===== config.mk =====
export PLATFORM = sky130hd
export DESIGN_NAME = pci_ident_loader
export DESIGN_NICKNAME = d
export VERILOG_FILES = /design/src/rtl/pil_pkg.sv /design/src/rtl/pil_fetch.sv /design/src/rtl/pil_ident.sv /design/src/rtl/pil_cfg.sv /design/src/rtl/pci_ident_loader.sv
export SDC_FILE = /design/constraint.sdc
export NUM_CORES = 1
export LEC_CHECK = 0
export BUFFER_PORTS_ARGS = -buffer_cell sky130_fd_sc_hd__clkbuf_2
export CORE_UTILIZATION = 42
export CTS_BUF_LIST = sky130_fd_sc_hd__clkbuf_8
export DETAILED_ROUTE_END_ITERATION = 12
export PLACE_DENSITY = 0.66
export SYNTH_ARGS = -nofsm -noshare
export SYNTH_HDL_FRONTEND = slang
export SYNTH_HIERARCHICAL = 1
export SYNTH_SLANG_ARGS = --single-unit

===== constraint.sdc =====
create_clock -name clk -period 1.5 [get_ports clk]
set_input_delay 0.15 -clock clk [delete_from_list [all_inputs] [get_ports clk]]
set_output_delay 0.15 -clock clk [all_outputs]
set_load 0.02 [all_outputs]

===== src/rtl/pil_pkg.sv =====
package pil_pkg;
    localparam int ROM_AW  = 8;
    localparam int ROM_DW  = 16;
    localparam int N_WORDS = 4;
    localparam int IDX_W   = $clog2(N_WORDS);
    localparam int CFG_AW  = 6;

    localparam logic [15:0] DEF_DEV  = 16'h1051;
    localparam logic [15:0] DEF_VEN  = 16'h8086;
    localparam logic [15:0] DEF_SUB  = 16'h0000;
    localparam logic [7:0]  DEF_REV  = 8'h00;
    localparam logic [7:0]  REV_BASE = 8'h80;
    localparam logic [7:0]  CAP_PTR  = 8'hDC;

    // dword indexes (byte offset >> 2)
    localparam logic [CFG_AW-1:0] DW_IDS  = 6'h00;
    localparam logic [CFG_AW-1:0] DW_REV  = 6'h02;
    localparam logic [CFG_AW-1:0] DW_SUBS = 6'h0B;
    localparam logic [CFG_AW-1:0] DW_CAP  = 6'h0D;
    localparam logic [CFG_AW-1:0] DW_INTL = 6'h0F;

    typedef enum logic [1:0] {
        FETCH_REQ,
        FETCH_WAIT,
        APPLY,
        DONE
    } fetch_state_e;

    typedef struct packed {
        logic [15:0] dev;
        logic [15:0] ven;
        logic [7:0]  rev;
        logic [15:0] ssid;
        logic [15:0] ssvid;
    } ident_t;

    function automatic logic [ROM_AW-1:0] word_addr(input logic [IDX_W-1:0] idx);
        unique case (idx)
            2'd0: return 8'h0A;
            2'd1: return 8'h0B;
            2'd2: return 8'h0C;
            default: return 8'h23;
        endcase
    endfunction
endpackage


===== src/rtl/pil_fetch.sv =====
module pil_fetch
    import pil_pkg::*;
#(
    parameter int TIMEOUT = 64
) (
    input  logic                           clk,
    input  logic                           rst_n,
    output logic                           rom_req,
    output logic [ROM_AW-1:0]              rom_addr,
    input  logic [ROM_DW-1:0]              rom_rdata,
    input  logic                           rom_rvalid,
    output logic [N_WORDS-1:0][ROM_DW-1:0] words,
    output logic                           apply,
    output logic                           done
);
    localparam int TW = $clog2(TIMEOUT + 1);

    fetch_state_e state, nxt;
    logic [IDX_W-1:0] idx;
    logic [TW-1:0]    timer;
    logic             last, expired;

    assign last    = (idx == IDX_W'(N_WORDS - 1));
    assign expired = (timer == TW'(TIMEOUT - 1));

    always_ff @(posedge clk or negedge rst_n) begin
        if (!rst_n) state <= FETCH_REQ;
        else        state <= nxt;
    end

    always_comb begin
        nxt = state;
        unique case (state)
            FETCH_REQ:  nxt = FETCH_WAIT;
            FETCH_WAIT: begin
                if (rom_rvalid)   nxt = last ? APPLY : FETCH_REQ;
                else if (expired) nxt = DONE;
            end
            APPLY:      nxt = DONE;
            DONE:       nxt = DONE;
        endcase
    end

    always_ff @(posedge clk or negedge rst_n) begin
        if (!rst_n) begin
            idx   <= '0;
            timer <= '0;
        end else begin
            if (state == FETCH_REQ)       timer <= '0;
            else if (state == FETCH_WAIT) timer <= timer + 1'b1;
            if (state == FETCH_WAIT && rom_rvalid && !last) idx <= idx + 1'b1;
        end
    end

    always_comb begin
        rom_req  = (state == FETCH_REQ);
        rom_addr = word_addr(idx);
        apply    = (state == APPLY);
        done     = (state == DONE);
    end

    for (genvar g = 0; g < N_WORDS; g++) begin : g_word
        always_ff @(posedge clk or negedge rst_n) begin
            if (!rst_n)
                words[g] <= '0;
            else if (state == FETCH_WAIT && rom_rvalid && idx == IDX_W'(g))
                words[g] <= rom_rdata;
        end
    end
endmodule


===== src/rtl/pil_ident.sv =====
module pil_ident
    import pil_pkg::*;
(
    input  logic                           clk,
    input  logic                           rst_n,
    input  logic                           apply,
    input  logic [N_WORDS-1:0][ROM_DW-1:0] words,
    output ident_t                         id
);
    ident_t dec;
    logic   ovr, vsel;

    assign ovr  = (words[0][15:14] == 2'b01);
    assign vsel = words[0][13];

    always_comb begin
        dec = '{dev: DEF_DEV, ven: DEF_VEN, rev: DEF_REV, ssid: DEF_SUB, ssvid: DEF_SUB};
        if (ovr) begin
            dec.ssid  = words[1];
            dec.ssvid = words[2];
            if (vsel) begin
                dec.ven = words[2];
                dec.rev = REV_BASE + {5'b0, words[0][10:8]};
            end
            if (words[3] != 16'h0000 && words[3] != 16'hFFFF)
                dec.dev = words[3];
        end
    end

    always_ff @(posedge clk or negedge rst_n) begin
        if (!rst_n)
            id <= '{dev: DEF_DEV, ven: DEF_VEN, rev: DEF_REV, ssid: DEF_SUB, ssvid: DEF_SUB};
        else if (apply)
            id <= dec;
    end
endmodule


===== src/rtl/pil_cfg.sv =====
module pil_cfg
    import pil_pkg::*;
(
    input  logic              clk,
    input  logic              rst_n,
    input  ident_t            id,
    input  logic [CFG_AW-1:0] cfg_addr,
    input  logic              cfg_wr,
    input  logic              cfg_be0,
    input  logic [7:0]        cfg_wdata,
    output logic [31:0]       cfg_rdata
);
    logic [7:0] int_line;

    always_ff @(posedge clk or negedge rst_n) begin
        if (!rst_n)
            int_line <= 8'h00;
        else if (cfg_wr && cfg_be0 && cfg_addr == DW_INTL)
            int_line <= cfg_wdata;
    end

    always_comb begin
        unique case (cfg_addr)
            DW_IDS:  cfg_rdata = {id.dev, id.ven};
            DW_REV:  cfg_rdata = {24'h0, id.rev};
            DW_SUBS: cfg_rdata = {id.ssid, id.ssvid};
            DW_CAP:  cfg_rdata = {24'h0, CAP_PTR};
            DW_INTL: cfg_rdata = {24'h0, int_line};
            default: cfg_rdata = 32'h0;
        endcase
    end
endmodule


===== src/rtl/pci_ident_loader.sv =====
module pci_ident_loader
    import pil_pkg::*;
#(
    parameter int TIMEOUT = 64
) (
    input  logic              clk,
    input  logic              rst_n,
    output logic              rom_req,
    output logic [ROM_AW-1:0] rom_addr,
    input  logic [ROM_DW-1:0] rom_rdata,
    input  logic              rom_rvalid,
    input  logic [CFG_AW-1:0] cfg_addr,
    input  logic              cfg_wr,
    input  logic              cfg_be0,
    input  logic [7:0]        cfg_wdata,
    output logic [31:0]       cfg_rdata,
    output logic              load_done,
    output logic [15:0]       dev_id,
    output logic [15:0]       ven_id,
    output logic [7:0]        rev_id,
    output logic [15:0]       ssid,
    output logic [15:0]       ssvid
);
    logic [N_WORDS-1:0][ROM_DW-1:0] words;
    logic                           apply;
    ident_t                         id;

    pil_fetch #(.TIMEOUT(TIMEOUT)) u_fetch (
        .clk(clk), .rst_n(rst_n),
        .rom_req(rom_req), .rom_addr(rom_addr),
        .rom_rdata(rom_rdata), .rom_rvalid(rom_rvalid),
        .words(words), .apply(apply), .done(load_done)
    );

    pil_ident u_ident (
        .clk(clk), .rst_n(rst_n), .apply(apply), .words(words), .id(id)
    );

    pil_cfg u_cfg (
        .clk(clk), .rst_n(rst_n), .id(id),
        .cfg_addr(cfg_addr), .cfg_wr(cfg_wr), .cfg_be0(cfg_be0),
        .cfg_wdata(cfg_wdata), .cfg_rdata(cfg_rdata)
    );

    assign dev_id = id.dev;
    assign ven_id = id.ven;
    assign rev_id = id.rev;
    assign ssid   = id.ssid;
    assign ssvid  = id.ssvid;
endmodule


Yosys cells after proc, flatten, opt, wreduce, memory -nomap -nowiden

Index checks and enable logic that the tools add are counted.

Input port bits: 35
Latch bits: 0
ROM bits: 0
Memories kept: 0
Word-level logic and storage cells: 57
Bits in writable memories: 0
Register bits after elaboration: 155

Div/mod/pow operators: 0
Shifts and indexed selects: 0
Bitwise gates (word level): 0
Magnitude comparators: 0
Reductions and logical operators: 16
Equal/unequal tests: 14
Add/sub/neg operators: 3
Multiplexer cells: 11
Multipliers: 0

Operator list:

| kind                 | count |
|---|---|
| $pmux 32 s5          | 1 |
| $mux 72              | 1 |
| $mux 24              | 1 |
| $eq 6x4->1 const B   | 3 |
| $pmux 6 s3           | 1 |
| $mux 16              | 1 |
| $ne 16x16->1 const B | 1 |
| $reduce_bool 16->1   | 1 |
| $mux 7               | 2 |
| $logic_and 1x1->1    | 9 |
| $add 8x3->8 const A  | 1 |
| $eq 2x2->1 const B   | 4 |
| $add 7x1->7 const B  | 1 |
| $eq 7x6->1 const B   | 1 |
| $eq 2x1->1 const B   | 3 |
| $eq 6x2->1 const B   | 1 |
| $logic_not 6->1      | 1 |
| $mux 2               | 3 |
| $pmux 2 s3           | 1 |
| $logic_not 2->1      | 2 |
| $ne 3x2->1 const B   | 1 |
| $add 2x1->2 const B  | 1 |
| $reduce_bool 2->1    | 1 |
| $reduce_or 2->1      | 1 |
| $logic_not 1->1      | 1 |

Longest topological paths before layout

Depth after elaboration: 4
Depth in mapped cells: 7
Mapped depth without buffers: 4

Modules after synthesis

The synthesis kept the hierarchy.

Modules (own cells, without submodules):

| module    | sequential area each (sq um) | cells an instance | times used | area each (sq um) |
|---|---|---|---|---|
| pil_fetch | 1,876.8                      | 203               | 1          | 3,260.6 |
| pil_ident | 1,711.6                      | 200               | 1          | 2,663.8 |
| pil_cfg   | 200.2                        | 96                | 1          | 924.6 |

Worst setup path after synthesis

No wires, ideal clock.

Kind: register -> register
From: register u_fetch.state[1]
To: register u_ident/id[45] (netlist name)
Cell stages (with the launch flop): 8
Data required time: 1,379 ps
Library setup time: 121 ps
Path slack: -165 ps
Period minus slack after synthesis: 1,665 ps
Arrival: 1,544 ps
Cells stage by stage: dfrtp_1 clkbuf_1 and2b_1 and3b_4 and2_0 buf_2 buf_4 a22o_1

Longest elaborated chain between the ends: 1

Ends and longest elaborated chain:

| element                  | RTL line               | source |
|---|---|---|
| start: declaration       | pil_fetch.sv:18        | `fetch_state_e state, nxt;` |
| start signal: assignment | pil_fetch.sv:28        | `else state <= nxt;` |
| $eq 2x2->1               | pil_fetch.sv:58        | `apply = (state == APPLY);` |
| via apply                | pci_ident_loader.sv:25 | `logic apply;` |

The timed path passes the listed nets, and every way through them passes these cells.
A chain may end at the register's enable or synchronous reset.

Final worst setup path

From: input cfg_addr[3]
To: output cfg_rdata[14]

Longest elaborated chain between the ends: 2
Elaborated cells on any way between the ends: 6
Classes of those cells: 4 x eq/ne; 1 x mux; 1 x reduce/logical

Ends and longest elaborated chain:

| element                                  | RTL line               | source |
|---|---|---|
| start: declaration                       | pci_ident_loader.sv:12 | `input logic [CFG_AW-1:0] cfg_addr,` |
| $eq 6x4->1, or another cell as far along | pil_cfg.sv:23          | `unique case (cfg_addr)` |
| $pmux 32 s5 *                            | pil_cfg.sv:23          |  |
| end: declaration                         | pci_ident_loader.sv:16 | `output logic [31:0] cfg_rdata,` |

Every way passes the cells marked *; elsewhere a longest branch is shown, timed or not.

==> impl_results.md <==
- Critical Path AT: 1.63 ns
- Psw: 1830 µW
- CP peak stage delay: 0.55 ns
- Vias/cell: 5.57
- Placed cells: 813
- Worst setup margin: -0.282 ns
- Worst hold path class: input port to register
- 1st-iter DRT viols: 283
- R2R depth: 5
- Achievable Freq: 561 MHz
- Slowest CP cell: or4_4
- Syn Area/Cell: 13.5 µm²
- Area grow syn2layout: 41.1%
- Crit path kind: input port to output pin
- # diodes: 0
- Chip height: 126 µm
- Die width: 126 µm
- Congestion Overflow GR: 0
- Worst R2R Start: u_fetch/state[0]
- Pwr Density: 833 nW/µm²
- Clk_skew: 0.0151 ns
- Pre-CTS setup slack: -0.225 ns
- Syn. warnings: 6
- Failing checks: setup timing
- Clock buffer depth: 2
- # rows: 44
- Sequential share of power: 0.528
- WP data required: 1.35 ns
- Wire length per cell: 20.5 µm
- Worst min-delay path startpoint: rom_rdata[12]
- Nets@finish: 737
- Port bufs: 141
- GP Congestion: 0.889
- CTS tree: built
- CTS Buf Count: 17
- CP dominant cell by count: buf_6
- Total GRT Usage: 0.227
- WL final: 18.4 mm
- Antenna Violating Nets Remaining: 0
- Worst Setup End Kind: output pin
- Ports: 149
- CP max FO: 5
- Fillcell total: 1,126
- Tmin final: 1.78 ns
- Die area: 15,900 µm²
- DR vias: 4,974
- RSZ-0062 raised after global routing: yes
- CTS sink cnt: 141
- Switch share: 0.241
- Highest ir drop seen on vdd: 0.599 mV
- Initial Util: 0.438
- Cell Area, Synth: 6470 µm²
- Layout cells sized above 1: 0.546
- Flop2flop setup slack: -0.04 ns
- Leakage power: 0.00464 µW
- P_int: 5770 µW
- Clock Power Share: 0.396
- Final hold vios: 0
- Final slew viol count: 0
- Max cap viols: 0
- Initial antenna violation count: 0
- Hold Path Cell Cnt: 2
- Endpoints failing setup: 41
- Core ar.: 14,800 µm²
- RR Endpoint: u_ident/id[67]
- Mapped Cells: 479
- CTS clock-pin slew for the worst setup and hold paths: 0.08 ns
- Drc violations: 0
- CP startpoint kind: input port
- Worst skew pair latency: 0.44 ns
- Pre-antenna DRT Iters: 4
- Period utilization: 1.19
- Vias in the first global route: 4,985
- CTS H-Tree Depth: 4
- Dpl hpwl: 11.8 mm
- Cells along the critical path: buf_6 > or4_4 > nor3_4 > buf_6 > buf_16 > a22o_4 > buf_8
- Outcome: finished, violations left
- Non-Filler Instances: 893
- Comb pwr share: 0.076
- Largest net degree at the start of global routing: 48
- Wire length of the first global-routing pass: 27.6 mm
- Worst Hold Endpoint: u_fetch/words[60]
- Root buf cell: clkbuf_8
==> power by group through the flow <==
stage | logic, µW | clock network (µW) | registers (µW)
finish | 577 | 3010 | 4020
global route | 624 | 3250 | 4020
CTS | 560 | 3090 | 4000
detailed placement | 500 | 0 | 4080
global placement | 486 | 0 | 4070
floorplan | 216 | 0 | 4090
==> final cells by class <==
cell class / count / area (µm²) / share of cell area
Sequential cell: 141 / 3540 / 0.388
Multi-Input combinational cell: 286 / 3000 / 0.329
Timing Repair Buffer: 230 / 1880 / 0.206
Clock buffer: 20 / 275 / 0.0302
Tap cell: 184 / 230 / 0.0252
Clock inverter: 12 / 121 / 0.0133
Inverter: 20 / 80.1 / 0.00877
==> worst max-delay path, delay by kind of cell <==
family,cells,cell delay [ns]
compound gates,1,0.13
simple gates,2,0.82
buf+inv,4,0.52
==> layer usage <==
layer  GRT usage  routed length [µm]
met1       0.309                8030
met2       0.363                9050
met3      0.0510                1030
met4      0.0673                 246
met5           0                   0
==> metrics by stage <==
stage | hold slack, ns | power (µW) | util | instance area [µm²] | setup TNS [ns]
4_1_cts | 0.00629 | 7650 | 0.587 | 8660 | -6.91
3_5_place_dp | 0.116 | 4580 | 0.524 | 7720 | -5.87
3_3_place_gp | 0.115 | 4560 | 0.524 | 7720 | -4.91
2_1_floorplan | -0.146 | 4300 | - | 6690 | -0.968
6_report | 0.0324 | 7610 | 0.619 | 9130 | -7.29
5_1_grt | 0.00363 | 7900 | 0.619 | 9130 | -9.52
==> placed cells by master, fill, tap and decap left out, drive strengths merged, types with 4 or more instances in the layout <==
| cell | count |
|---|---|
| a221o | 7 |
| o22a | 4 |
| a22o | 71 |
| o21ai | 5 |
| o32ai | 12 |
| ha | 6 |
| a21o | 5 |
| inv | 23 |
| clkbuf | 129 |
| nor2 | 5 |
| nand2b | 4 |
| nor4 | 5 |
| conb | 7 |
| mux2 | 62 |
| a21oi | 6 |
| dfrtp | 133 |
| nor3 | 8 |
| nand3b | 5 |
| dfstp | 8 |
| nand4 | 4 |
| dlygate4sd3 | 15 |
| nand2 | 32 |
| nand3 | 4 |
| buf | 106 |
| o32a | 4 |
| mux2i | 4 |
| clkinvlp | 4 |
==> state kept, by name (all words and copies together) (netlist names) <==
name and cells:
u_fetch/timer 7, u_fetch/state 2, u_fetch/idx 2, u_fetch/words 54
u_ident/id 68, u_cfg/int_line 8
==> timing repair <==
action                                 in CTS  in global routing
pin swaps                                   2                 10
endpoints found under the hold margin     127                  0
setup endpoints to repair                  51                 69
cloned                                      3                  2
resized for setup                          55                104
hold buffers                               15                  0
buffers inserted                           14                 17
==> how the worst max path moves through the flow <==
stage	from	end	slack [ns]	cells past startpoint
floorplan	u_fetch/state[1]	u_ident/id[45]	-0.09	7
global placement	cfg_addr[5]	cfg_rdata[20]	-0.19	6
detailed placement	cfg_addr[5]	cfg_rdata[20]	-0.23	6
CTS	u_ident/id[41]	cfg_rdata[1]	-0.26	4
global route	cfg_addr[3]	cfg_rdata[14]	-0.32	7
finish	cfg_addr[3]	cfg_rdata[14]	-0.28	7
No activity file was read; power rests on OpenSTA's default activity.
